--- src/rtl/dbc_pkg.sv ---
package dbc_pkg;
    typedef enum logic [1:0] {
        ST_STOPPED_INIT = 2'd0,
        ST_COUNTING     = 2'd1,
        ST_BLOCK_DONE   = 2'd2
    } dbc_state_e;
endpackage

--- src/rtl/dbc_regs.sv ---
module dbc_regs #(
    parameter int              CNT_W   = 16,
    parameter int              OFS_W   = 8,
    parameter logic [CNT_W-1:0] LEN_RST = '1
) (
    input  logic             clk,
    input  logic             rst_n,
    input  logic             len_we,
    input  logic [CNT_W-1:0] len_wdata,
    input  logic             ofs_we,
    input  logic [OFS_W-1:0] ofs_wdata,
    output logic [CNT_W-1:0] len_q,
    output logic [OFS_W-1:0] ofs_q
);
    // length register: read live by the comparator every cycle
    always_ff @(posedge clk or negedge rst_n) begin
        if (!rst_n) begin
            len_q <= LEN_RST;
        end else if (len_we) begin
            len_q <= len_wdata;
        end
    end

    always_ff @(posedge clk or negedge rst_n) begin
        if (!rst_n) begin
            ofs_q <= '0;
        end else if (ofs_we) begin
            ofs_q <= ofs_wdata;
        end
    end
endmodule

--- src/rtl/dbc_counter.sv ---
module dbc_counter #(
    parameter int CNT_W = 16
) (
    input  logic             clk,
    input  logic             rst_n,
    input  logic             clr,
    input  logic             inc,
    input  logic             reload,
    input  logic [CNT_W-1:0] len_q,
    output logic [CNT_W-1:0] count_q,
    output logic [CNT_W-1:0] cnt_after,
    output logic             hit
);
    localparam logic [CNT_W-1:0] ONE = {{(CNT_W-1){1'b0}}, 1'b1};

    logic [CNT_W-1:0] cnt_plus;

    always_comb begin
        cnt_plus  = count_q + ONE;
        hit       = (cnt_plus == len_q);
        // value the count moves to if the pending strobe is taken
        cnt_after = reload ? '0 : cnt_plus;
    end

    always_ff @(posedge clk or negedge rst_n) begin
        if (!rst_n) begin
            count_q <= '0;
        end else if (clr || reload) begin
            count_q <= '0;
        end else if (inc) begin
            count_q <= cnt_plus;
        end
    end
endmodule

--- src/rtl/dbc_fsm.sv ---
module dbc_fsm
    import dbc_pkg::*;
(
    input  logic       clk,
    input  logic       rst_n,
    input  logic       load,
    input  logic       xfer_done,
    input  logic       auto_rst,
    input  logic       hit,
    output logic       clr,
    output logic       inc,
    output logic       reload,
    output logic       step,
    output logic       end_blk,
    output dbc_state_e state
);
    dbc_state_e state_nx;
    logic       restart_q;

    // decode of the strobe against the present state
    always_comb begin
        clr    = load;
        step   = (state == ST_COUNTING) && xfer_done && !load;
        reload = step && hit && auto_rst;
        inc    = step && !(hit && auto_rst);
    end

    always_comb begin
        state_nx = state;
        unique case (state)
            ST_STOPPED_INIT: begin
                if (load) state_nx = ST_COUNTING;
            end
            ST_COUNTING: begin
                if (load)                          state_nx = ST_COUNTING;
                else if (step && hit && !auto_rst) state_nx = ST_BLOCK_DONE;
            end
            ST_BLOCK_DONE: begin
                if (load) state_nx = ST_COUNTING;
            end
            default: state_nx = ST_STOPPED_INIT;
        endcase
    end

    // state register
    always_ff @(posedge clk or negedge rst_n) begin
        if (!rst_n) begin
            state <= ST_STOPPED_INIT;
        end else begin
            state <= state_nx;
        end
    end

    // output process
    always_ff @(posedge clk or negedge rst_n) begin
        if (!rst_n) begin
            restart_q <= 1'b0;
        end else begin
            restart_q <= reload;
        end
    end

    always_comb begin
        end_blk = (state == ST_BLOCK_DONE) || restart_q;
    end
endmodule

--- src/rtl/dbc_pulse.sv ---
module dbc_pulse #(
    parameter int CNT_W = 16,
    parameter int OFS_W = 8
) (
    input  logic             clk,
    input  logic             rst_n,
    input  logic             step,
    input  logic [CNT_W-1:0] cnt_after,
    input  logic [OFS_W-1:0] ofs_q,
    input  logic             bus_req,
    input  logic             bus_ack,
    output logic             pulse
);
    logic bus_owned;
    logic low_match;

    always_comb begin
        bus_owned = bus_req && bus_ack;
        low_match = (cnt_after[OFS_W-1:0] == ofs_q);
    end

    // registered so the pulse lines up with the new count value
    always_ff @(posedge clk or negedge rst_n) begin
        if (!rst_n) begin
            pulse <= 1'b0;
        end else begin
            pulse <= step && low_match && bus_owned;
        end
    end
endmodule

--- src/rtl/dma_blk_counter.sv ---
module dma_blk_counter
    import dbc_pkg::*;
#(
    parameter int              CNT_W   = 16,
    parameter int              OFS_W   = 8,
    parameter logic [CNT_W-1:0] LEN_RST = '1
) (
    input  logic             clk,
    input  logic             rst_n,
    input  logic             xfer_done,
    input  logic             bus_req,
    input  logic             bus_ack,
    input  logic             len_we,
    input  logic [CNT_W-1:0] len_wdata,
    input  logic             ofs_we,
    input  logic [OFS_W-1:0] ofs_wdata,
    input  logic             auto_rst,
    input  logic             load,
    output logic [CNT_W-1:0] count,
    output logic             end_blk,
    output logic             pulse
);
    logic [CNT_W-1:0] len_q;
    logic [OFS_W-1:0] ofs_q;
    logic [CNT_W-1:0] cnt_after;
    logic             hit;
    logic             clr;
    logic             inc;
    logic             reload;
    logic             step;
    dbc_state_e       state;

    dbc_regs #(.CNT_W(CNT_W), .OFS_W(OFS_W), .LEN_RST(LEN_RST)) u_regs (
        .clk       (clk),
        .rst_n     (rst_n),
        .len_we    (len_we),
        .len_wdata (len_wdata),
        .ofs_we    (ofs_we),
        .ofs_wdata (ofs_wdata),
        .len_q     (len_q),
        .ofs_q     (ofs_q)
    );

    dbc_counter #(.CNT_W(CNT_W)) u_cnt (
        .clk       (clk),
        .rst_n     (rst_n),
        .clr       (clr),
        .inc       (inc),
        .reload    (reload),
        .len_q     (len_q),
        .count_q   (count),
        .cnt_after (cnt_after),
        .hit       (hit)
    );

    dbc_fsm u_fsm (
        .clk       (clk),
        .rst_n     (rst_n),
        .load      (load),
        .xfer_done (xfer_done),
        .auto_rst  (auto_rst),
        .hit       (hit),
        .clr       (clr),
        .inc       (inc),
        .reload    (reload),
        .step      (step),
        .end_blk   (end_blk),
        .state     (state)
    );

    dbc_pulse #(.CNT_W(CNT_W), .OFS_W(OFS_W)) u_pls (
        .clk       (clk),
        .rst_n     (rst_n),
        .step      (step),
        .cnt_after (cnt_after),
        .ofs_q     (ofs_q),
        .bus_req   (bus_req),
        .bus_ack   (bus_ack),
        .pulse     (pulse)
    );
endmodule

--- config.mk ---
export PLATFORM = sky130hd
export DESIGN_NAME = dma_blk_counter
export DESIGN_NICKNAME = d
export VERILOG_FILES = /design/src/rtl/dbc_pkg.sv /design/src/rtl/dbc_regs.sv /design/src/rtl/dbc_counter.sv /design/src/rtl/dbc_fsm.sv /design/src/rtl/dbc_pulse.sv /design/src/rtl/dma_blk_counter.sv
export SDC_FILE = /design/constraint.sdc
export NUM_CORES = 1
export LEC_CHECK = 0
export BUFFER_PORTS_ARGS = -buffer_cell sky130_fd_sc_hd__buf_2
export CORE_MARGIN = 1.5
export CORE_UTILIZATION = 40
export CTS_CLUSTER_SIZE = 28
export DETAILED_ROUTE_END_ITERATION = 8
export GPL_ROUTABILITY_DRIVEN = 0
export PLACE_DENSITY = 0.71
export SETUP_SLACK_MARGIN = 0.5
export SYNTH_ARGS = -nofsm -noshare
export SYNTH_HDL_FRONTEND = slang
export SYNTH_SLANG_ARGS = --single-unit
--- constraint.sdc ---
create_clock -name clk -period 3.1 [get_ports clk]
set_input_delay 0.155 -clock clk [delete_from_list [all_inputs] [get_ports clk]]
set_output_delay 0.155 -clock clk [all_outputs]
set_load 0.05 [all_outputs]
==> Word level (Yosys, flattened, before mapping) <==
Cells that the tools add are included.
{ "op_classes": {"add_sub_neg": 1, "n_eq_ne": 6, "n_mux": 7, "reduce_logical": 19} }
{ "ops": {"columns": ["cell", "n"], "rows": [
  ["16-bit two-way mux", 2],
  ["16-bit by 1-bit adder with 16-bit output (second input constant)", 1],
  ["16-bit == test", 1],
  ["1-bit logical AND", 10],
  ["8-bit == test", 1],
  ["8-bit two-way mux", 1],
  ["2-bit two-way mux", 3],
  ["2-bit case mux with 2 select lines", 1],
  ["1-bit zero test", 3],
  ["3-bit != test (second input constant)", 1],
  ["2-bit by 1-bit == test with 1-bit output (second input constant)", 1],
  ["2-bit == test (second input constant)", 1],
  ["2-bit zero test", 1],
  ["1-bit logical OR", 2],
  ["2-bit by 1-bit != test with 1-bit output (second input constant)", 1],
  ["2-bit AND reduction", 1],
  ["2-bit nonzero test", 1],
  ["2-bit OR reduction", 1]
]} }
{ "word_totals": {"reg_bits": 44, "in_bits": 33, "output_inout_bits": 18, "elab_cells": 39} }

==> Logic depth before layout (Yosys ltp) <==
{ "depth": {"ltp_word": 9, "ltp_mapped": 10, "mapped_depth_nobuf": 8} }

==> Modules after synthesis <==
Synthesis repeated with hierarchy kept, for this count alone.
{ "unflattened": {"cells_unflattened": 273, "area_unflattened_um2": 2797.7} }
{ "by_module_without_submodules": {"columns": ["module", "n_inst", "cells_per_inst", "area_each_um2", "seq_area_each_um2"], "rows": [
  ["dbc_counter", 1, 193, 1550.2, 400.4],
  ["dbc_regs", 1, 51, 964.7, 620.6],
  ["dbc_fsm", 1, 16, 160.2, 75.1],
  ["dbc_pulse", 1, 13, 122.6, 25.0]
]} }

==> Least setup slack after synthesis <==
No wires, ideal clock.
{ "synth_path": {"kind": "register to register", "startpoint": "reg u_cnt.count_q[1]", "endpoint": "reg u_cnt.count_q[7]", "setup_time_ns": 0.124, "arrival_ns": 2.988, "required_time_ns": 2.976, "path_slack_ns": -0.012, "stages_incl_launch_ff": 10, "path_buffers": 1, "synth_period_minus_slack_ns": 3.112, "cell_sequence": "dfrtp_1 > ha_1 > nand3_1 > nor4_1 > xnor2_1 > nand4_1 > nor4_4 > buf_6 > nor3_1 > a211o_1"} }
{ "synth_between": {"elab_chain_cells": 6, "word_cells_on_any_way": 11, "cone_classes": "add/sub: 1; eq/ne: 1; mux: 2; reduce/logical: 7"} }
{ "synth_lines": {"columns": ["element", "line_no", "rtl"], "rows": [
  ["from (decl)", "dbc_counter.sv:10", "output logic [CNT_W-1:0] count_q,"],
  ["from (signal assigned)", "dbc_counter.sv:31", "count_q <= cnt_plus;"],
  ["16-bit by 1-bit adder with 16-bit output *", "dbc_counter.sv:19", "cnt_plus = count_q + ONE;"],
  ["16-bit == test", "dbc_counter.sv:20", "hit = (cnt_plus == len_q);"],
  ["1-bit logical AND, on equally long branches", "dbc_fsm.sv:24, dbc_fsm.sv:25", null],
  ["1-bit logical AND / 1-bit zero test (equally long branches)", "dbc_fsm.sv:24, dbc_fsm.sv:25", null],
  ["1-bit logical OR / 1-bit logical AND (equally long branches)", "dbc_counter.sv:28, dbc_fsm.sv:25", null],
  ["16-bit two-way mux / 2-bit nonzero test (equally long branches)", null, null]
]} }
Every way passes the cells marked *; elsewhere a longest branch is shown, timed or not. The select of a mux whose other input is x is not followed.
A chain may end at the register's enable or synchronous reset.

==> Worst setup path in the final report <==
{ "layout_path": {"startpoint": "reg u_cnt.count_q[12]", "endpoint": "reg u_cnt.count_q[7]"} }
{ "layout_between": {"elab_chain_cells": 6, "word_cells_on_any_way": 10, "cone_classes": "add/sub: 1; eq/ne: 1; mux: 1; reduce/logical: 7"} }
{ "layout_lines": {"columns": ["element", "line_no"], "rows": [
  ["16-bit by 1-bit adder with 16-bit output *", "dbc_counter.sv:19"],
  ["16-bit == test *", "dbc_counter.sv:20"],
  ["1-bit logical AND, on equally long branches", "dbc_fsm.sv:24, dbc_fsm.sv:25"],
  ["1-bit logical AND / 1-bit zero test (equally long branches)", "dbc_fsm.sv:24, dbc_fsm.sv:25"],
  ["1-bit logical OR / 1-bit logical AND (equally long branches)", "dbc_counter.sv:28, dbc_fsm.sv:25"],
  ["16-bit two-way mux / 2-bit nonzero test (equally long branches)", null]
]} }
Every way passes the cells marked *; elsewhere a longest branch is shown, timed or not.

==> run summary <==
slowest CP cell -> or4_4
number of max-cap violations -> 0
io pins -> 51
Worst-path clk slew -> 0.08 ns
Arrival @ worst endpoint -> 2.96 ns
#FFs+latches synth -> 44
Reg-to-Reg Start -> u_cnt.count_q[12]
Avg Inst Size Synth -> 10.0 µm²
H-tree Lvls -> 2
drt initial violations -> 231
floorplan core area -> 6790 µm²
Reg2Reg Depth -> 9
CTS Buf Count -> 5
Starting Density -> 41.4%
EDFF count, synth -> 0
hpwl dp -> 5.05 mm
RR Endpoint -> u_cnt.count_q[7]
critical path's largest stage delay -> 0.55 ns
WP data required -> 3.30 ns
Clk Latency, worst-skew pair -> 0.31 ns
# diodes -> 0
GRT overflow -> 0
Synth area leader -> dfrtp_1
Mapped Cells -> 280
Slew Viols, Final -> 0
CTS tree -> built
Yosys warnings -> 0
reg-to-reg slack, setup -> 0.33 ns
Seq/Total Area, Yosys -> 39.9%
clock root buffer -> clkbuf_8
Post-DRT Antenna Nets -> 0
Syn Nets -> 314
global-route wire length before repair -> 11.8 mm
ys async rst share -> 100%
die width -> 86.9 µm
fin nets -> 391
Cell variety after synth -> 58
clk buf depth -> 2
worst hold path class -> in -> async
Peak VDD IR -> 0.223 mV
crit-path cells -> buf_4 -> xnor2_4 -> a21oi_1 -> o211a_1 -> or4_4 -> nor4_4 -> buf_4 -> nor4_1 -> a211o_1
Residual DRC -> 0
WS Path Type -> reg -> reg
Setup TNS -> 0 ns
hold-fix buffers at CTS -> 0
PD cells -> 337 nW/µm²
global-route usage over all layers -> 20.1%
row cnt -> 30
crit path max fanout -> 7
die height -> 86.9 µm
largest net degree at the start of global routing -> 45
ys flop type -> dfrtp_1
Tmin final -> 2.77 ns
f_max -> 361 MHz
Synth top cells by count -> dfrtp_1 (28), mux2_2 (24), nand2_1 (20), nor2_1 (20)
Layout area overhead -> 34.5%
status -> finished with violations
leakage -> 1.64 nW
fin util -> 55.7%
die area -> 7540 µm²
top-count cell post-synth -> dfrtp_1
Crit. End Element -> flip-flop
failing checks -> hold timing
Routed WL per cell -> 17.1 µm
Worst Skew -> 0.00950 ns
share of cells above drive strength 1 -> 52.5%
Sinks on Clock Net -> 44
IO Port Bufs -> 50
vias in the first global route -> 2,315
drt first pass iters -> 5
post-DR vias/cell -> 5.70
Min Hold Slack -> -0.0100 ns
mapped cell area -> 2810 µm²
max_slew headroom -> 36.5%
vias after detailed routing -> 2,588
RSZ-0062 raised after global routing -> yes
pin slew with the least headroom to its limit -> 0.953 ns
final hold violations -> 4
type of origin of the critical path -> flip-flop
antenna violations before repair -> 0
total wire length -> 7.78 mm
Top cell by count, worst path -> buf_4
top-area cell type share of the netlist area -> 24.9%
Setup violations, final -> 0
Synth area leaders -> dfrtp_1 (25%), dfstp_2 (15%), mux2_2 (9.6%), xnor2_1 (5.0%), xor2_1 (3.7%)
Final period util -> 89.3%
-- routing by layer --
metal  up-vias  global-route usage, %  share of wire, %
met5         -                      0                 0
li1       1183                      -                 -
met4         0                   6.45               2.0
met3        16                   3.79               7.5
met2       126                   30.0                47
met1      1263                   29.3                43
-- cells in the final DEF (no fill, tap or decap), drive strengths merged, types with 4 or more instances in the layout --
cell type  instances
buf               89
dfrtp             28
mux2              24
nor2              21
nand2             20
dfstp             16
xnor2             16
xor2              12
nand3             12
nand4              9
nor4               8
o21ai              7
nor3               7
clkbuf             7
a21oi              6
nor2b              5
nand2b             5
a221o              4
a22o               4
nor4b              4
-- worst max-delay path: cells and delay by family, from the launching register on --
kind,cells,cell delay (ns)
AO/OA/AOI/OAI,3,0.66
AND/OR/NAND/NOR,3,0.96
flip-flops,1,0.44
buffers and inverters,2,0.38
XOR/XNOR,1,0.20
-- cell families (layout without fill, tap and decap cells) --
kind of cell	after synthesis	after routing	synth area share (%)
AO/OA/AOI/OAI	44	44	11.6
XOR/XNOR	30	30	10.3
adder cells (fa/ha/maj)	1	1	0.445
buffers and inverters	20	98	3.34
flip-flops	44	44	39.9
multiplexers	25	25	9.96
AND/OR/NAND/NOR	116	116	24.5
-- what timing repair did --
action	4_1_cts	5_1_grt
pin swaps	2	21
endpoints found under the setup margin	17	17
resized for setup	8	32
setup buffers	15	17
-- per-stage QoR --
| step | cell area [µm²] | setup WS [ns] | hold WS (ns) | std cells | power, mW |
|---|---|---|---|---|---|
| 2_1_floorplan | 2920 | 0.361 | -0.141 | 280 | 0.814 |
| 3_3_place_gp | 3230 | 0.376 | 0.357 | 414 | 0.877 |
| 3_5_place_dp | 3230 | 0.334 | 0.374 | 414 | 0.883 |
| 4_1_cts | 3480 | 0.495 | 0.0454 | 437 | 1.26 |
| 5_1_grt | 3780 | 0.247 | 0.0665 | 454 | 1.34 |
| 6_report | 3780 | 0.332 | -0.0100 | 454 | 1.27 |
-- final cells by class --
type	instances	area, µm²
clock inverter	1	8.76
inverter	1	3.75
multi-input combinational	216	1880
fill	580	3010
tap	96	120
sequential	44	1140
timing repair buffer	89	558
clock buffer	7	76.3
-- where the power goes --
part	internal [mW]	leakage, nW	switching, mW
registers	0.626	0.511	0.0466
clock network	0.161	0.0424	0.197
logic	0.122	1.09	0.122
total	0.909	1.64	0.366
-- registers in the layout, indices dropped and copies added, names as in the netlist --
name             count
u_cnt.count_q       16
u_fsm.restart_q      1
u_fsm.state          2
u_pls.pulse          1
u_regs.len_q        16
u_regs.ofs_q         8
-- worst max-delay path by stage --
stage	start	end	slack, ns	depth (start not counted)
floorplan	u_cnt.count_q[0]	u_cnt.count_q[7]	0.36	9
global placement	u_cnt.count_q[0]	u_cnt.count_q[14]	0.38	8
detailed placement	u_cnt.count_q[10]	u_pls.pulse	0.33	7
CTS	u_cnt.count_q[0]	u_cnt.count_q[8]	0.50	9
global route	u_cnt.count_q[12]	u_cnt.count_q[7]	0.25	9
finish	u_cnt.count_q[12]	u_cnt.count_q[7]	0.33	9
Note: power is estimated with default switching activity, not from simulation.
